==> src/rtl/vid_fetch_pkg.sv <==
package vid_fetch_pkg;
  localparam int ADDR_W = 15;

  typedef struct packed {
    logic frameLoad;
    logic hsyncSave;
    logic hsyncRestore;
    logic step;
  } addrStrobe_t;

  typedef struct packed {
    logic              col40;
    logic              text;
    logic [1:0]        bpp;
    logic [ADDR_W-1:0] wrapBase;
  } modeInfo_t;

  function automatic modeInfo_t decodeMode(input logic [2:0] mode);
    modeInfo_t m;
    m.col40 = mode[2];
    m.text  = (mode == 3'd3) || (mode == 3'd6);
    case (mode)
      3'd1, 3'd5: m.bpp = 2'd1;
      3'd2:       m.bpp = 2'd2;
      default:    m.bpp = 2'd0;
    endcase
    case (mode)
      3'd0, 3'd1, 3'd2: m.wrapBase = 15'h3000;
      3'd3:             m.wrapBase = 15'h4000;
      3'd6:             m.wrapBase = 15'h6000;
      default:          m.wrapBase = 15'h5800;
    endcase
    return m;
  endfunction
endpackage

==> src/rtl/vid_fetch_ctrl.sv <==
module vid_fetch_ctrl
  import vid_fetch_pkg::*;
#(
  parameter int H_W       = 10,
  parameter int H_ACTIVE  = 640,
  parameter int H_RST_COL = 760,
  parameter int STALL_W   = 7
) (
  input  logic               clk,
  input  logic               rstN,
  input  logic               regWrEn,
  input  logic [3:0]         regAddr,
  input  logic [7:0]         regData,
  input  logic [H_W-1:0]     hCount,
  input  logic               frameEndLine,
  input  logic               hsyncActive,
  input  logic               lastCharLine,
  input  logic               inBlank,
  output addrStrobe_t        strobe,
  output logic [ADDR_W-1:0]  startAddr,
  output logic [ADDR_W-1:0]  wrapBase,
  output logic               col40,
  output logic               textMode,
  output logic [1:0]         bppSel,
  output logic [STALL_W-1:0] ramStall,
  output logic [STALL_W-1:0] ioStall
);
  localparam logic [H_W-1:0] ACT_LIMIT = H_W'(H_ACTIVE);
  localparam logic [H_W-1:0] RST_COL   = H_W'(H_RST_COL);

  logic [2:0] modeReg;
  logic [2:0] startLo;   // screen-start bits 8:6
  logic [5:0] startHi;   // screen-start bits 14:9
  modeInfo_t  modeInfo;

  always_ff @(posedge clk or negedge rstN) begin
    if (!rstN) begin
      modeReg <= '0;
      startLo <= '0;
      startHi <= '0;
    end else if (regWrEn) begin
      case (regAddr)
        4'h2:    startLo <= regData[7:5];
        4'h3:    startHi <= regData[5:0];
        4'h7:    modeReg <= regData[5:3];
        default: ;
      endcase
    end
  end

  always_comb begin
    modeInfo  = decodeMode(modeReg);
    col40     = modeInfo.col40;
    textMode  = modeInfo.text;
    bppSel    = modeInfo.bpp;
    wrapBase  = modeInfo.wrapBase;
    startAddr = {startHi, startLo, 6'b0};
  end

  logic inActive;
  logic stepPhase;
  always_comb begin
    inActive  = hCount < ACT_LIMIT;
    stepPhase = col40 ? (hCount[3:0] == 4'h8) : (hCount[2:0] == 3'h0);
    strobe.frameLoad    = frameEndLine && (hCount == RST_COL);
    strobe.hsyncSave    = hsyncActive && lastCharLine;
    strobe.hsyncRestore = hsyncActive && !lastCharLine;
    strobe.step         = inActive && stepPhase;
  end

  logic [H_W:0] gap;
  always_comb begin
    gap      = {1'b0, ACT_LIMIT} - {1'b0, hCount};
    ioStall  = STALL_W'(2) + STALL_W'(hCount[3]);
    ramStall = (!col40 && !inBlank) ? STALL_W'(2) + STALL_W'(gap >> 3) : ioStall;
  end
endmodule

==> src/rtl/vid_fetch_dp.sv <==
module vid_fetch_dp
  import vid_fetch_pkg::*;
(
  input  logic              clk,
  input  logic              rstN,
  input  addrStrobe_t       strobe,
  input  logic [ADDR_W-1:0] startAddr,
  input  logic [ADDR_W-1:0] wrapBase,
  input  logic [3:0]        charLine,
  output logic [ADDR_W-1:0] byteAddr,
  output logic [ADDR_W-1:0] fetchAddr
);
  localparam int LOW_W = 11;

  logic [ADDR_W-1:0] rowAddr;
  logic [ADDR_W-1:0] rowMid, byteMid, byteCopied, stepped, rowNext, byteNext;

  always_comb begin
    rowMid     = strobe.frameLoad ? startAddr : rowAddr;
    byteMid    = strobe.frameLoad ? startAddr : byteAddr;
    rowNext    = strobe.hsyncSave ? byteMid : rowMid;
    byteCopied = strobe.hsyncRestore ? rowMid : byteMid;
    stepped    = byteCopied + ADDR_W'(8);
    if (stepped[ADDR_W-1:LOW_W] == '0)
      stepped = wrapBase | {{(ADDR_W-LOW_W){1'b0}}, stepped[LOW_W-1:0]};
    byteNext   = strobe.step ? stepped : byteCopied;
  end

  always_ff @(posedge clk or negedge rstN) begin
    if (!rstN) begin
      rowAddr  <= '0;
      byteAddr <= '0;
    end else begin
      rowAddr  <= rowNext;
      byteAddr <= byteNext;
    end
  end

  assign fetchAddr = byteAddr | {{(ADDR_W-4){1'b0}}, charLine};
endmodule

==> src/rtl/vid_fetch_addr.sv <==
module vid_fetch_addr
  import vid_fetch_pkg::*;
#(
  parameter int H_W       = 10,
  parameter int H_ACTIVE  = 640,
  parameter int H_RST_COL = 760,
  parameter int STALL_W   = 7
) (
  input  logic               clk,
  input  logic               rstN,
  input  logic               regWrEn,
  input  logic [3:0]         regAddr,
  input  logic [7:0]         regData,
  input  logic [H_W-1:0]     hCount,
  input  logic               frameEndLine,
  input  logic               hsyncActive,
  input  logic               lastCharLine,
  input  logic [3:0]         charLine,
  input  logic               inBlank,
  output logic [14:0]        fetchAddr,
  output logic               col40,
  output logic               textMode,
  output logic [1:0]         bppSel,
  output logic [STALL_W-1:0] ramStall,
  output logic [STALL_W-1:0] ioStall
);
  addrStrobe_t       strobe;
  logic [ADDR_W-1:0] startAddr;
  logic [ADDR_W-1:0] wrapBase;
  logic [ADDR_W-1:0] byteAddr;

  vid_fetch_ctrl #(
    .H_W(H_W), .H_ACTIVE(H_ACTIVE), .H_RST_COL(H_RST_COL), .STALL_W(STALL_W)
  ) ctrl (
    .clk(clk), .rstN(rstN), .regWrEn(regWrEn), .regAddr(regAddr), .regData(regData),
    .hCount(hCount), .frameEndLine(frameEndLine), .hsyncActive(hsyncActive),
    .lastCharLine(lastCharLine), .inBlank(inBlank), .strobe(strobe),
    .startAddr(startAddr), .wrapBase(wrapBase), .col40(col40), .textMode(textMode),
    .bppSel(bppSel), .ramStall(ramStall), .ioStall(ioStall)
  );

  vid_fetch_dp dp (
    .clk(clk), .rstN(rstN), .strobe(strobe), .startAddr(startAddr),
    .wrapBase(wrapBase), .charLine(charLine), .byteAddr(byteAddr), .fetchAddr(fetchAddr)
  );
endmodule

==> config.mk <==
export PLATFORM = sky130hd
export DESIGN_NAME = vid_fetch_addr
export DESIGN_NICKNAME = d
export VERILOG_FILES = /design/src/rtl/vid_fetch_pkg.sv /design/src/rtl/vid_fetch_ctrl.sv /design/src/rtl/vid_fetch_dp.sv /design/src/rtl/vid_fetch_addr.sv
export SDC_FILE = /design/constraint.sdc
export NUM_CORES = 1
export LEC_CHECK = 0
export BUFFER_PORTS_ARGS = -buffer_cell sky130_fd_sc_hd__buf_2
export CAP_MARGIN = 20
export CELL_PAD_IN_SITES_DETAIL_PLACEMENT = 1
export CELL_PAD_IN_SITES_GLOBAL_PLACEMENT = 2
export CORE_MARGIN = 4
export CORE_UTILIZATION = 36
export DETAILED_ROUTE_END_ITERATION = 10
export PLACE_DENSITY = 0.9
export SYNTH_ARGS = -nofsm -noshare
export SYNTH_HDL_FRONTEND = slang
export SYNTH_SLANG_ARGS = --single-unit
==> constraint.sdc <==
create_clock -name clk -period 5.15 [get_ports clk]
set_input_delay 0.515 -clock clk [delete_from_list [all_inputs] [get_ports clk]]
set_output_delay 0.515 -clock clk [all_outputs]
set_load 0.02 [all_outputs]
==> metrics.csv <==
metric;value;unit
instances_no_fill;428;
tightestPinTransition;0.958;ns
area_growth_syn_to_layout;11.3;%
cts_resized;0;
crit_path_max_fanout;9;
dp_cells;420;
synthCells;287;
io_pins;66;
gp_congestion;0.793;
ys_ff_latch;42;
peakVddDrop;0.128;mV
synth.top_cell.area_share;37.6;%
arrival;2.49;ns
setup_viol;0;
critPathBufInv;3;
fin_crit_sh;58.3;%
drt_wl_total;6760;µm
synthArstFlopShare;100;%
synth_flop_cell;dfrtp_1;
status;finished clean;
hold_path.class;input port to async pin;
whs;0.356;ns
drive_gt1_share;29.5;%
cts_buffers;5;
antenna_found_initial;0;
synth-seq-area-share;37.6;%
start_util;37.7;%
final_common_cell;buf_2;
cts_tree;yes;
drc;0;
drt_first_pass_iters;4;
vias_per_cell;5.16;
worst_setup_path_end_kind;primary output;
critical_path_class;input port to primary output;
drtIter0Drc;92;
fmax;0.333;GHz
ctsRootBufferMaster;clkbuf_8;
dieArea;9240;µm²
num_rows;31;
rsz0062_at_grt;false;
crit_path_max_incr_delay;0.43;ns
clkLatencyLatePin;0.30;ns
num-nets-final;363;
setup-tns-final;0;ns
dr.max_layer_used;met4;
globalRouteTotalUtil;15.8;%
fin_util;42.0;%
cp-start-kind;input port;
final_cell_mix;buf_2, dfrtp_1, mux2i_1;
grt_pass1_wl;11400;µm
slew_headroom;36.1;%
grt_remaining_overflow;0;
hpwl;5150;µm
syn_area;2800;µm²
wl_met3;255;µm
clkTransAtPathRegs;0.08;ns
final_max_slew_viol_count;0;
die_x;96.1;µm
fin_worst_skew;0.00912;ns
avgSynthCellArea;9.74;µm²
clock_sinks;42;
wire_per_inst;15.8;µm
powerDensity;373;nW/µm²
antenna_cells;0;
wl_met1;3250;µm
crit_slowest_cell;or3_4;
hold_viol_final;0;
design_area;3110;µm²
synth_top_area_cell;dfrtp_1;
die_y;96.1;µm
ant_nets;0;
drv_cap;0;
yosys_warnings;0;
synth.distinct_cells;49;
grt_pass1_vias;2332;
core-area;7410;µm²
power_leakage;0.00151;µW
grt_max_degree;43;
postCtsHoldBufs;0;
post_cts_buffers;0;
route.vias.total;2207;
cp_cell_sequence;buf_2 -> or3_4 -> nor3_1 -> xnor2_1 -> ha_1 -> inv_1 -> maj3_1 -> nand2_1 -> xor2_1 -> nor3_1 -> buf_2;
h-tree-depth;2;
netlist_top_cells_area;dfrtp_1, mux2i_1, mux2_2;
portBuffers;59;
clock_path_buffers;2;
wl_met2;3180;µm
placedInstanceArea;3020;µm²
cpLargestDelayFamily;simple AND/OR/NAND/NOR gates;
synth_edf_count;0;
critPathRequiredTime;4.64;ns
period_needed;3.00;ns
layer usage:
metal | vias up | track usage, %
met5 | - | 0
met4 | 0 | 3.91
met3 | 7 | 3.36
met2 | 42 | 25.0
met1 | 1091 | 22.0
li1 | 1067 | -
metrics by stage:
step                power (µW)  setup WS, ns
floorplan                  844          2.12
global placement           927          2.19
detailed placement         943          2.09
CTS                       1170          2.14
global route              1240          1.98
finish                    1160          2.15
state kept, by name, indices dropped and copies added (netlist names):
register	flops
dp.byteAddr	15
dp.rowAddr	15
ctrl.startHi	6
ctrl.modeReg	3
ctrl.startLo	3
worst reg2reg max path, cell delays in order, from the launching register on:
cell and delay, ns:
dfrtp_1 0.40, mux2i_1 0.09, nor2_1 0.18, ha_1 0.23
nand4_1 0.13, mux2i_2 0.31, nand3_1 0.14, xnor2_1 0.15
o21ai_0 0.17, o41ai_1 0.41
logic make-up (layout without fill, tap and decap cells):
family	count (synthesis)	in the layout	share of synthesized area [%]
other	2	6	0.269
DFF	42	42	37.6
muxes	44	44	17.0
adders and majority gates	3	3	1.25
and+or+nand+nor	102	102	19.7
xor gates and xnor gates	24	24	7.52
buffers and inverters	32	70	8.19
AOI/OAI and AO/OA	38	38	8.46
path summary, 6_finish.rpt:
kind	from	to	slack, ns	cells past startpoint
setup / recovery	hCount[2]	ramStall[5]	2.15	11
hold / removal	rstN	dp.rowAddr[0]$_DFF_PN0_	0.36	1
setup reg to reg	dp.byteAddr[3]$_DFF_PN0_	dp.byteAddr[12]$_DFF_PN0_	2.85	9
hold reg to reg	ctrl.startLo[0]$_DFFE_PN0P_	ctrl.startLo[0]$_DFFE_PN0P_	0.52	1
max in group asynchronous	rstN	dp.rowAddr[6]$_DFF_PN0_	4.19	1
min in group clk	regData[7]	ctrl.startLo[2]$_DFFE_PN0P_	0.44	2
layout make-up:
class,instances,area (µm²)
clock inverter,1,5.00
fill,882,4300
inverter,1,3.75
timing repair buffer,61,310
clock buffer,7,86.3
tap,99,124
multi-input combinational,217,1530
sequential,42,1050
where the power goes:
| part | switching [µW] | leakage (µW) | internal [µW] |
|---|---|---|---|
| combinational | 232 | 0.000919 | 185 |
| sequential | 98.1 | 0.000547 | 418 |
| clock | 118 | 0.0000482 | 108 |
| total | 448 | 0.00151 | 711 |
synthesized netlist by cell type, drive strengths merged, types with 3 or more instances:
master	number
nand3	14
or3	4
xor2	13
a21o	3
clkbuf	5
nor2	21
a21oi	23
mux2	15
nor4	3
or2	4
nor2b	3
nor3	10
nand2	26
buf	26
nand4	4
dfrtp	42
xnor2	11
mux2i	29
No activity file was read; power rests on OpenSTA's default activity.
